===== config.mk =====
export PLATFORM = sky130hd
export DESIGN_NAME = sr_counterflow_conv
export DESIGN_NICKNAME = d
export VERILOG_FILES = /design/src/rtl/cnv_pkg.sv /design/src/rtl/cnv_mac.sv /design/src/rtl/cnv_cell.sv /design/src/rtl/sr_counterflow_conv.sv
export SDC_FILE = /design/constraint.sdc
export NUM_CORES = 1
export LEC_CHECK = 0
export BUFFER_PORTS_ARGS = -buffer_cell sky130_fd_sc_hd__buf_2
export CORE_ASPECT_RATIO = 1.1
export CORE_MARGIN = 10
export CORE_UTILIZATION = 25
export DETAILED_ROUTE_END_ITERATION = 8
export HOLD_SLACK_MARGIN = 0.03
export PLACE_DENSITY = 0.47
export SLEW_MARGIN = 20
export SYNTH_ARGS = -nofsm -noshare
export SYNTH_HDL_FRONTEND = slang
export SYNTH_SLANG_ARGS = --single-unit

===== constraint.sdc =====
create_clock -name clk -period 12.5 [get_ports clk]
set_input_delay 2.5 -clock clk [delete_from_list [all_inputs] [get_ports clk]]
set_output_delay 2.5 -clock clk [all_outputs]
set_load 0.05 [all_outputs]

===== src/rtl/cnv_pkg.sv =====
package cnv_pkg;
    parameter int SMP_W = 8;
    parameter int WGT_W = 8;
    parameter int ACC_W = 20;

    typedef logic signed [SMP_W-1:0] smp_t;
    typedef logic signed [WGT_W-1:0] wgt_t;
    typedef logic signed [ACC_W-1:0] acc_t;

    typedef struct packed {
        logic vld;
        smp_t dat;
    } smp_beat_t;

    typedef struct packed {
        logic vld;
        logic tag;
        wgt_t dat;
    } wgt_beat_t;

    typedef struct packed {
        logic vld;
        acc_t dat;
    } res_beat_t;

    typedef struct packed {
        acc_t acc;
        logic armed;
    } mac_st_t;

    typedef struct packed {
        smp_beat_t x;
        wgt_beat_t w;
        res_beat_t o;
    } lane_st_t;
endpackage


===== src/rtl/cnv_mac.sv =====
// Multiply-accumulate state of one cell: it sums products while a sum is
// open, and on a tagged weight it closes the old sum and starts a new one.
module cnv_mac
    import cnv_pkg::*;
(
    input  logic      clk,
    input  logic      rst_n,
    input  smp_beat_t x_i,
    input  wgt_beat_t w_i,
    output acc_t      acc_o,
    output logic      emit_o,
    output logic      meet_o,
    output logic      tag_o
);
    mac_st_t st_d, st_q;
    acc_t    prod;
    logic    meet;
    logic    tag;

    always_comb begin
        meet = x_i.vld & w_i.vld;
        tag  = w_i.vld & w_i.tag;
        prod = acc_t'(x_i.dat) * acc_t'(w_i.dat);
        st_d = st_q;
        if (tag) begin
            // restart: the first term of the new sum may already be here
            st_d.acc   = meet ? prod : '0;
            st_d.armed = x_i.vld;
        end else if (meet) begin
            st_d.acc = st_q.acc + prod;
        end
    end

    always_ff @(posedge clk or negedge rst_n) begin
        if (!rst_n) st_q <= '0;
        else        st_q <= st_d;
    end

    assign acc_o  = st_q.acc;
    assign emit_o = tag & st_q.armed;
    assign meet_o = meet;
    assign tag_o  = tag;
endmodule


===== src/rtl/cnv_cell.sv =====
// One cell: a sample register, a weight register, the result latch on the
// output chain, and the accumulator.
module cnv_cell
    import cnv_pkg::*;
(
    input  logic      clk,
    input  logic      rst_n,
    input  smp_beat_t smp_i,
    input  wgt_beat_t wgt_i,
    input  res_beat_t res_i,
    output smp_beat_t smp_o,
    output wgt_beat_t wgt_o,
    output res_beat_t res_o,
    output logic      emit_o,
    output logic      meet_o,
    output logic      tag_o,
    output acc_t      acc_o
);
    lane_st_t st_d, st_q;
    acc_t     acc;
    logic     emit;

    cnv_mac u_mac (
        .clk    (clk),
        .rst_n  (rst_n),
        .x_i    (st_q.x),
        .w_i    (st_q.w),
        .acc_o  (acc),
        .emit_o (emit),
        .meet_o (meet_o),
        .tag_o  (tag_o)
    );

    always_comb begin
        st_d   = st_q;
        st_d.x = smp_i;
        st_d.w = wgt_i;
        if (emit) begin
            st_d.o.vld = 1'b1;
            st_d.o.dat = acc;
        end else begin
            st_d.o = res_i;
        end
    end

    always_ff @(posedge clk or negedge rst_n) begin
        if (!rst_n) st_q <= '0;
        else        st_q <= st_d;
    end

    assign smp_o  = st_q.x;
    assign wgt_o  = st_q.w;
    assign res_o  = st_q.o;
    assign emit_o = emit;
    assign acc_o  = acc;
endmodule


===== src/rtl/sr_counterflow_conv.sv =====
module sr_counterflow_conv
    import cnv_pkg::*;
#(
    parameter int TAPS = 4
) (
    input  logic             clk,
    input  logic             rst_n,
    input  logic             smp_vld,
    input  logic [SMP_W-1:0] smp_dat,
    input  logic             wgt_vld,
    input  logic             wgt_tag,
    input  logic [WGT_W-1:0] wgt_dat,
    output logic             res_vld,
    output logic [ACC_W-1:0] res_dat
);
    // An even chain needs one extra weight stage to keep meetings on beats.
    localparam bit SKEW = (TAPS % 2) == 0;

    smp_beat_t smp_lnk [TAPS+1];
    wgt_beat_t wgt_lnk [TAPS+1];
    res_beat_t res_lnk [TAPS+1];
    wgt_beat_t wgt_in;

    logic [TAPS-1:0] cell_emit;
    logic [TAPS-1:0] cell_meet;
    logic [TAPS-1:0] cell_tag;
    logic [TAPS-1:0] cell_lat;
    acc_t [TAPS-1:0] cell_acc;

    always_comb begin
        smp_lnk[0].vld = smp_vld;
        smp_lnk[0].dat = smp_t'(smp_dat);
        wgt_in.vld     = wgt_vld;
        wgt_in.tag     = wgt_tag;
        wgt_in.dat     = wgt_t'(wgt_dat);
        res_lnk[0]     = '0;
    end

    if (SKEW) begin : g_skew
        wgt_beat_t skw_d, skw_q;
        always_comb skw_d = wgt_in;
        always_ff @(posedge clk or negedge rst_n) begin
            if (!rst_n) skw_q <= '0;
            else        skw_q <= skw_d;
        end
        assign wgt_lnk[TAPS] = skw_q;
    end else begin : g_direct
        assign wgt_lnk[TAPS] = wgt_in;
    end

    for (genvar c = 0; c < TAPS; c++) begin : g_cell
        cnv_cell u_cell (
            .clk    (clk),
            .rst_n  (rst_n),
            .smp_i  (smp_lnk[c]),
            .wgt_i  (wgt_lnk[c+1]),
            .res_i  (res_lnk[c]),
            .smp_o  (smp_lnk[c+1]),
            .wgt_o  (wgt_lnk[c]),
            .res_o  (res_lnk[c+1]),
            .emit_o (cell_emit[c]),
            .meet_o (cell_meet[c]),
            .tag_o  (cell_tag[c]),
            .acc_o  (cell_acc[c])
        );
        assign cell_lat[c] = res_lnk[c+1].vld;
    end

    assign res_vld = res_lnk[TAPS].vld;
    assign res_dat = res_lnk[TAPS].dat;
endmodule


==> qor.csv, run 1 <==
stage,metric,value,unit
sta,worst_pin_slew,1021,ps
sta,timing.final.crit_period,6548,ps
detailed_routing,via_count,15806,
global_routing,grt_pass1_wl,91040,µm
critical_path,worstSetupStartpointType,register,
synthesis,yosys-top-cells-count,"354 x inv_1, 254 x dfrtp_1, 224 x fa_1",
final_layout,layout-area-overhead-vs-synth,12.66,%
final_layout,diodes_inserted,0,
synthesis,synth.yosys.seq_area_share,28.18,%
clocking,cts-resized-gates,0,
detailed_routing,routed_wl,55580,µm
final_layout,finish.net_count,2748,
floorplan,floorplan.die_area,102600,µm²
clocking,cts_num_sinks,254,
detailed_routing,route.detailed.wl_per_inst,15.91,µm
clocking,post_cts_hold_buffer_count,0,
outcome,outcome,"finished, final reports clean",
sta,worst_slack,5952,ps
global_routing,global_route.overflow_total,0,
floorplan,die_h,335.0,µm
place,globalplace.congestion,0.8503,
global_routing,maximum_number_of_pins_on_one_net_before_global_route_repair,113,
place,port_buffers,41,
sta,drv_slew,0,
synthesis,synthCells,2245,
synthesis,mappedNetlistNets,2694,
synthesis,synth_seq_cells,254,
synthesis,ys_async_sr_fraction,100.0,%
critical_path,arr_time_crit_path,6990,ps
sta,fmax,0.1527,GHz
synthesis,yosysMostFrequentCell,inv_1,
synthesis,dominantRegCellSynth,dfrtp_1,
hold_path,min_path_type,reg -> reg,
synthesis,mean_instance_size_in_the_synthesized_netlist,10.05,µm²
floorplan,io_pins,42,
critical_path,critPathRequiredTime,12950,ps
clocking,clockBufferDepth,3,
synthesis,synth_top_cells_by_area,"dfrtp_1 28%, fa_1 20%, ha_1 11%",
detailed_routing,drcViolationCount,0,
critical_path,crit_path_top_delay_cell,fa_1,
floorplan,design.core.area,89500,µm²
place,detailedPlace.worstSlack,5836,ps
detailed_routing,drtPass1Iterations,5,
critical_path,critPathCaptureType,register,
global_routing,grt_usage,10.89,%
sta,holdWs,339.8,ps
sta,setup_viol,0,
synthesis,synth-warning-count,0,
final_layout,fraction_of_final_layout_cells_with_drive_strength_greater_than_1,8.606,%
clocking,cts_tree,built,
critical_path,worst-path-buf-inv,4,
detailed_routing,mean_number_of_vias_per_cell,4.524,
synthesis,number_of_enable_flip_flop_cells_after_synthesis,0,
global_routing,first_global_vias,16835,
clocking,cts.repair_timing.setup_buffer_count,0,
critical_path,critPathTopFamily,adder cells,
floorplan,rows,115,
synthesis,yosys.cell_types.count,81,
sta,post_route_skew,28.39,ps
synthesis,synthesis.area,22550,µm²
critical_path,worst-r2r-setup-slack,5950,ps
detailed_routing,ant_nets,0,
clocking,cts_buffers,34,
synthesis,synth_top_area_share,28.18,%
sta,timing.max_slew.rel_slack,31.78,%
sta,final_worst_path_cycle_share,52.38,%
critical_path,worst_path_largest_cell_delay,550,ps
global_routing,antenna_found_initial,0,
run,max_cap_viol_count,0,
detailed_routing,drt_iter0_drc,737,
floorplan,die_w,306.4,µm
sta,rsz0062_at_grt,false,
clocking,clock_insertion_delay_worst_skew,560,ps
critical_path,worstPathMaxFanout,9,
clocking,htreeDepth,2,
clocking,buffer_type_at_the_clock_tree_root,clkbuf_16,
synthesis,yosys.area.top_type,dfrtp_1,
sta,fin_tns_setup,0,ps
floorplan,initial_core_util,25.20,%
critical_path,critPathKind,reg -> reg,
sta,final_hold_viol_count,0,
clocking,clkTransAtPathRegs,60,ps
place,detailed_place_hpwl,42770,µm
-- stage by stage --
stage                     cells  utilization (%)  cell area (µm²)
after floorplan            2245                -            22550
after global placement     3433            27.01            24170
after detailed placement   3433            27.02            24180
after CTS                  3494            28.38            25400
after global routing       3494            28.39            25410
final                      3494            28.39            25410
-- cell type report --
type,count,area [µm²]
clock buffer,43,954.7
sequential,254,6356
multi-input combinational,1598,14720
fill,9422,64090
tap,1170,1464
timing repair buffer,53,309.0
inverter,358,1344
clock inverter,18,266.5
-- registers in the layout, summed over array words and instances (netlist names) --
| register | flops |
|---|---|
| g_cell.u_cell.res_o | 84 |
| g_cell.u_cell.u_mac.acc_o | 80 |
| g_cell.u_cell.u_mac.st_q | 4 |
| g_cell.u_cell.wgt_o | 40 |
| g_skew.skw_q | 10 |
| g_cell.u_cell.smp_o | 36 |
-- logic make-up (layout without fill, tap and decap cells) --
family,Yosys count,after routing,share of synthesized area (%)
simple gates,568,568,13.09
fa+ha+maj,428,428,31.20
compound gates,411,411,12.69
buf+inv,393,472,6.640
flops,254,254,28.18
xor+xnor,127,127,5.015
mux,64,64,3.184
-- routing by layer --
layer	GRT usage (%)	routed length [µm]	vias to the layer above
met5	0	0	-
met4	2.786	1195	0
met3	1.387	1571	75
met1	13.69	24230	7979
li1	-	-	7536
met2	19.44	28590	216
-- final timing paths --
kind,startpoint,to,depth (start not counted)
worst max-delay path,g_cell[2].u_cell.smp_o[5],g_cell[2].u_cell.u_mac.acc_o[19],25
worst min-delay path,g_skew.skw_q[7],g_cell[3].u_cell.wgt_o[7],0
worst max register to register,g_cell[2].u_cell.smp_o[5],g_cell[2].u_cell.u_mac.acc_o[19],25
worst min register to register,g_skew.skw_q[7],g_cell[3].u_cell.wgt_o[7],0
max in group asynchronous,rst_n,g_cell[0].u_cell.wgt_o[7],2
min in group asynchronous,rst_n,g_cell[3].u_cell.res_o[12],1
-- cells in the final DEF, fill, tap and decap left out, types with 16 or more instances in the layout --
| cell type | instances |
|---|---|
| a21oi_1 | 90 |
| clkbuf_16 | 34 |
| o21ai_0 | 50 |
| inv_1 | 354 |
| xor2_1 | 36 |
| mux2_2 | 62 |
| buf_2 | 40 |
| nand3_1 | 17 |
| nand2b_1 | 23 |
| nor2_1 | 99 |
| xnor2_1 | 89 |
| a221o_1 | 28 |
| o21a_1 | 16 |
| and2_1 | 195 |
| nor2b_1 | 37 |
| a21o_1 | 40 |
| nor3_1 | 24 |
| a22oi_1 | 47 |
| nand2_1 | 133 |
| ha_1 | 204 |
| dfrtp_1 | 254 |
| o21ai_1 | 38 |
| fa_1 | 224 |
Power of run 1 is not shown: default switching activity piles up to over one toggle a cycle in this logic, so the estimate is an artifact.
==> inputs of run 2 (changes only) <==
--- a/config.mk
+++ b/config.mk
@@ -11,7 +11,7 @@
 export CORE_UTILIZATION = 25
 export DETAILED_ROUTE_END_ITERATION = 8
 export HOLD_SLACK_MARGIN = 0.03
-export PLACE_DENSITY = 0.47
+export PLACE_DENSITY = 0.48
 export SLEW_MARGIN = 20
 export SYNTH_ARGS = -nofsm -noshare
 export SYNTH_HDL_FRONTEND = slang
==> constraint.sdc (replaced) <==
create_clock -name clk -period 5.35 [get_ports clk]
set_input_delay 1.07 -clock clk [delete_from_list [all_inputs] [get_ports clk]]
set_output_delay 1.07 -clock clk [all_outputs]
set_load 0.05 [all_outputs]
==> run 2 against run 1 <==
  * The run now ends with negative setup slack left
  * Via count increased by 11%
  * Clock-buffer cell count increased by 2
  * Hold slack better by 3.5 ps
  * Sequential share of layout area is 4.1 points lower
  * Cell count rose by 12%
  * Die area stayed put
  * Critical path depth fell by 3
  * Critical endpoint unchanged
  * Highest routed layer unchanged
==> qor.csv, run 2 (synthesis gave the netlist of run 1 again) <==
stage,metric,value,unit
outcome,outcome,finished with violations,
outcome,violated_checks,negative setup slack,
final_layout,layout.filler_cells,9016,
clocking,buffer_type_at_the_clock_tree_root,clkbuf_16,
critical_path,worstSetupStartpointType,register,
critical_path,critPathCaptureType,register,
sta,rsz0062_at_grt,true,
sta,final_hold_viol_count,0,
detailed_routing,via_count,17490,
detailed_routing,routed_wl,61010,µm
clocking,cts_buffers,36,
clocking,clock_insertion_delay_worst_skew,560,ps
critical_path,arr_time_crit_path,6450,ps
sta,holdWs,343.3,ps
global_routing,first_global_vias,18875,
clocking,cts_tree,built,
detailed_routing,drt_iter0_drc,739,
place,port_buffers,41,
global_routing,grt_pass1_wl,99240,µm
floorplan,die_h,335.0,µm
critical_path,reg2reg_from,g_cell[2].u_cell.smp_o[3],
hold_path,hold_depth,0,
clocking,clkTransAtPathRegs,60,ps
floorplan,floorplan.die_area,102600,µm²
floorplan,initial_core_util,25.20,%
hold_path,min_path_type,reg -> reg,
detailed_routing,route.detailed.wl_per_inst,15.66,µm
floorplan,die_w,306.4,µm
final_layout,layout_common_cells,"361 x buf_4, 325 x inv_1, 230 x dfrtp_1",
clocking,clockBufferDepth,3,
detailed_routing,ant_nets,0,
clocking,post_cts_hold_buffer_count,0,
global_routing,antenna_found_initial,1,
critical_path,worstPathMaxFanout,4,
detailed_routing,mean_number_of_vias_per_cell,4.489,
final_layout,most_common_cell_after_layout_fill_and_taps_aside,buf_4,
floorplan,io_pins,42,
final_layout,fraction_of_final_layout_cells_with_drive_strength_greater_than_1,32.76,%
sta,fmax,0.1663,GHz
detailed_routing,drcViolationCount,0,
sta,setup_viol,26,
clocking,htreeDepth,2,
sta,worst_slack,-661.6,ps
critical_path,critPathKind,reg -> reg,
global_routing,grt_usage,11.85,%
sta,final_worst_path_cycle_share,112.4,%
sta,timing.max_slew.rel_slack,28.76,%
sta,worst_pin_slew,1065,ps
place,detailed_place_hpwl,46030,µm
detailed_routing,drtPass1Iterations,5,
place,globalplace.congestion,0.8667,
final_layout,diodes_inserted,0,
hold_path,worst_hold_path.endpoint,g_cell[3].u_cell.wgt_o[8],
final_layout,layout-area-overhead-vs-synth,35.24,%
critical_path,worst_r2r_path_depth,22,
global_routing,maximum_number_of_pins_on_one_net_before_global_route_repair,112,
final_layout,largest_register_ff_count,84,
global_routing,global_route.overflow_total,0,
critical_path,reg2reg_to,g_cell[2].u_cell.u_mac.acc_o[19],
sta,timing.final.crit_period,6012,ps
hold_path,hold_path_startpoint,g_skew.skw_q[8],
clocking,cts_num_sinks,254,
floorplan,design.core.area,89500,µm²
run,max_cap_viol_count,0,
sta,post_route_skew,35.77,ps
critical_path,critPathRequiredTime,5790,ps
place,detailedPlace.worstSlack,-696.0,ps
critical_path,worst-r2r-setup-slack,-660,ps
sta,drv_slew,0,
floorplan,rows,115,
final_layout,finish.net_count,3149,
## run 2: changes by cell type in the layout (fill, tap and decap cells not counted), sizes merged
cell | previous run | this run
buf | 53 | 452
bufinv | 4 | 6
clkbuf | 43 | 45
clkinv | 11 | 10
## run 2: final cells by class
class | count | area (µm²) | share of cell area (%)
clock inverters | 19 | 291.5 | 0.9558
well taps | 1170 | 1464 | 4.799
flip-flops and latches | 254 | 6386 | 20.94
multi-input cells | 1598 | 16500 | 54.09
inverters | 358 | 1346 | 4.414
repair buffers | 452 | 3532 | 11.58
clock buffers | 45 | 984.7 | 3.228
## run 2: metrics by stage
| step | cell area (µm²) | utilization [%] | setup TNS, ps | std cells |
|---|---|---|---|---|
| after floorplan | 22750 | - | -904.5 | 2245 |
| after global placement | 26870 | 30.02 | -11250 | 3761 |
| after detailed placement | 26870 | 30.02 | -13430 | 3761 |
| after CTS | 29710 | 33.19 | -7627 | 3884 |
| after global routing | 30500 | 34.08 | -14450 | 3896 |
| final | 30500 | 34.08 | -6968 | 3896 |
## run 2: how the worst max path moves through the flow
| stage | start | to | cells past startpoint |
|---|---|---|---|
| after floorplan | g_cell[2].u_cell.smp_o[5] | g_cell[2].u_cell.u_mac.acc_o[19] | 25 |
| after global placement | g_cell[2].u_cell.smp_o[4] | g_cell[2].u_cell.u_mac.acc_o[19] | 24 |
| after detailed placement | g_cell[1].u_cell.wgt_o[0] | g_cell[1].u_cell.u_mac.acc_o[19] | 24 |
| after CTS | g_cell[2].u_cell.smp_o[4] | g_cell[2].u_cell.u_mac.acc_o[19] | 24 |
| after global routing | g_cell[2].u_cell.smp_o[4] | g_cell[2].u_cell.u_mac.acc_o[19] | 24 |
| final | g_cell[2].u_cell.smp_o[3] | g_cell[2].u_cell.u_mac.acc_o[19] | 22 |
## run 2: layer usage
metal / global-route usage (%) / vias up / share of wire (%) / routed length, µm
li1: - / 8335 / - / -
met3: 1.513 / 86 / 2.8 / 1735
met2: 21.22 / 238 / 51 / 31350
met4: 3.799 / 0 / 2.5 / 1554
met5: 0 / - / 0 / 0
met1: 14.56 / 8831 / 43 / 26370
## run 2: repair_timing
| action | CTS | global route |
|---|---|---|
| hold endpoints to repair | 0 | 0 |
| pin swaps | 155 | 131 |
| gates resized for setup | 226 | 136 |
| endpoints found under the setup margin | 37 | 39 |
| buffers inserted | 63 | 18 |
## run 2: worst max-delay path: stages, from the launching register on
cell and delay, ps:
dfrtp_2 440, buf_6 130, and2_4 150, fa_1 480, fa_1 530, fa_1 530, inv_2 40, fa_1 510
inv_2 50, ha_4 230, or3_4 390, a41oi_2 230, xnor2_2 120, ha_4 170, or4_1 500, a221o_1 340
a211oi_4 250, a2111oi_4 80, o31ai_4 230, xnor2_1 150, a21oi_1 80, o21ai_1 160, o21ai_1 80
Power of run 2 is left out for the same reason.
==> inputs of run 3 (changes only) <==
--- a/config.mk
+++ b/config.mk
@@ -11,7 +11,6 @@
 export CORE_UTILIZATION = 25
 export DETAILED_ROUTE_END_ITERATION = 8
 export HOLD_SLACK_MARGIN = 0.03
-export PLACE_DENSITY = 0.48
 export SLEW_MARGIN = 20
 export SYNTH_ARGS = -nofsm -noshare
 export SYNTH_HDL_FRONTEND = slang
==> run 3 against run 2 <==
  * Clock skew increased by 14 ps
  * The run still ends with negative setup slack left
  * Sequential cell count is the same
  * Fmax rose by 1.0%
  * Clock-buffer cell count decreased by 7
  * Global-route usage shrank 1.0 points
  * Register-to-register slack better by 60 ps
  * Core utilization shrank 0.56 points
  * Highest routed layer unchanged
  * Largest cell class unchanged
  * Design area is 1.7% lower
  * Via count is 1.8% lower
  * Critical path depth increased by 2
  * Die area unchanged
==> qor.csv, run 3 (synthesis gave the netlist of run 1 again) <==
stage,metric,value,unit
sta,worst_pin_slew,1006,ps
place,detailedPlace.worstSlack,-635.2,ps
global_routing,grt_usage,10.82,%
sta,final_worst_path_cycle_share,111.2,%
sta,timing.final.crit_period,5951,ps
critical_path,critPathKind,reg -> reg,
detailed_routing,mean_number_of_vias_per_cell,4.431,
floorplan,floorplan.die_area,102600,µm²
sta,post_route_skew,49.80,ps
global_routing,grt_pass1_wl,91980,µm
critical_path,worst-r2r-setup-slack,-600,ps
global_routing,antenna_found_initial,0,
place,globalplace.congestion,0.8379,
clocking,buffer_type_at_the_clock_tree_root,clkbuf_16,
clocking,clockBufferDepth,3,
floorplan,initial_core_util,25.20,%
detailed_routing,drcViolationCount,0,
clocking,cts_tree,built,
outcome,violated_checks,negative setup slack,
hold_path,worst_hold_path.endpoint,g_cell[3].u_cell.wgt_o[6],
sta,final_hold_viol_count,0,
clocking,cts_num_sinks,254,
final_layout,layout_common_cells,"354 x buf_4, 332 x inv_1, 232 x dfrtp_1",
critical_path,critPathCaptureType,register,
final_layout,layout.area.seq,6384,µm²
run,max_cap_viol_count,0,
hold_path,hold_depth,0,
sta,setup_viol,27,
global_routing,global_route.overflow_total,0,
hold_path,hold_path_startpoint,g_skew.skw_q[6],
detailed_routing,via_count,17172,
floorplan,design.core.area,89500,µm²
detailed_routing,routed_wl,56410,µm
critical_path,critPathRequiredTime,5840,ps
sta,worst_slack,-600.6,ps
critical_path,worst_r2r_path_depth,24,
final_layout,diodes_inserted,0,
critical_path,reg2reg_from,g_cell[2].u_cell.smp_o[3],
detailed_routing,drtPass1Iterations,5,
place,port_buffers,41,
critical_path,worstSetupStartpointType,register,
floorplan,die_w,306.4,µm
floorplan,io_pins,42,
sta,rsz0062_at_grt,true,
critical_path,arr_time_crit_path,6450,ps
final_layout,multiInputGateArea,16350,µm²
clocking,clkTransAtPathRegs,70,ps
global_routing,maximum_number_of_pins_on_one_net_before_global_route_repair,100,
hold_path,min_path_type,reg -> reg,
place,detailed_place_hpwl,42500,µm
clocking,post_cts_hold_buffer_count,0,
final_layout,most_common_cell_after_layout_fill_and_taps_aside,buf_4,
floorplan,rows,115,
sta,timing.max_slew.rel_slack,32.77,%
clocking,cts_buffers,31,
sta,drv_slew,0,
final_layout,fraction_of_final_layout_cells_with_drive_strength_greater_than_1,31.24,%
final_layout,finish.net_count,3129,
sta,fin_tns_setup,-6227,ps
sta,holdWs,341.4,ps
final_layout,largest_register_ff_count,84,
detailed_routing,drt_iter0_drc,815,
outcome,outcome,finished with violations,
global_routing,first_global_vias,17586,
detailed_routing,route.detailed.wl_per_inst,14.56,µm
final_layout,final_core_util,33.52,%
clocking,htreeDepth,1,
sta,fmax,0.1681,GHz
clocking,clock_insertion_delay_worst_skew,620,ps
final_layout,layout-area-overhead-vs-synth,33.00,%
final_layout,layout.filler_cells,9007,
detailed_routing,ant_nets,0,
critical_path,reg2reg_to,g_cell[2].u_cell.u_mac.acc_o[19],
floorplan,die_h,335.0,µm
critical_path,worstPathMaxFanout,6,
==> run 3: critical path, stage by stage (launching register included) <==
cell and delay (ps):
dfrtp_2 440, and2_4 170, fa_1 500, inv_2 50
fa_1 520, inv_1 50, fa_1 480, inv_1 50
fa_1 490, inv_2 40, ha_4 290, nand2_4 50
o211ai_1 270, a41oi_2 210, xnor2_2 190, ha_4 170
or4_4 500, a221o_1 320, a211oi_4 250, a2111oi_4 80
o31ai_4 240, nor3_1 70, a21oi_1 160, a2bb2oi_1 170
o21ai_1 70
==> run 3: how the worst max path moves through the flow <==
| stage | startpoint | to | slack [ps] | depth (start not counted) |
|---|---|---|---|---|
| after floorplan | g_cell[2].u_cell.smp_o[5] | g_cell[2].u_cell.u_mac.acc_o[19] | -270 | 25 |
| after global placement | g_cell[2].u_cell.smp_o[3] | g_cell[2].u_cell.u_mac.acc_o[19] | -560 | 24 |
| after detailed placement | g_cell[1].u_cell.wgt_o[0] | g_cell[1].u_cell.u_mac.acc_o[19] | -640 | 24 |
| after CTS | g_cell[2].u_cell.smp_o[3] | g_cell[2].u_cell.u_mac.acc_o[19] | -610 | 24 |
| after global routing | g_cell[2].u_cell.wgt_o[0] | g_cell[2].u_cell.u_mac.acc_o[19] | -830 | 24 |
| final | g_cell[2].u_cell.smp_o[3] | g_cell[2].u_cell.u_mac.acc_o[19] | -600 | 24 |
==> run 3: per-layer routing <==
| layer | global-route usage [%] | wire (µm) | up-vias |
|---|---|---|---|
| met5 | 0 | 0 | - |
| met4 | 1.837 | 849 | 0 |
| met3 | 1.418 | 1877 | 50 |
| met2 | 18.72 | 28150 | 228 |
| met1 | 14.40 | 25540 | 8602 |
| li1 | - | - | 8292 |
==> run 3: area by class of cell <==
type                       count  area share (%)
multi-input combinational   1598           54.51
sequential                   254           21.28
timing repair buffer         437           11.24
tap                         1170           4.880
inverter                     358           4.480
clock buffer                  38           2.840
clock inverter                20          0.7716
==> run 3: timing repair <==
action,in CTS,in global routing
cloned,0,0
resized for setup,165,157
endpoints found under the setup margin,36,39
pin swaps,142,175
buffers inserted,40,26
hold endpoints to repair,0,0
==> run 3: stage by stage <==
stage	area, µm²	std cells
floorplan	22750	2245
global placement	26880	3762
detailed placement	26880	3762
CTS	29060	3854
global route	30000	3875
finish	30000	3875
Power of run 3 is left out for the same reason.
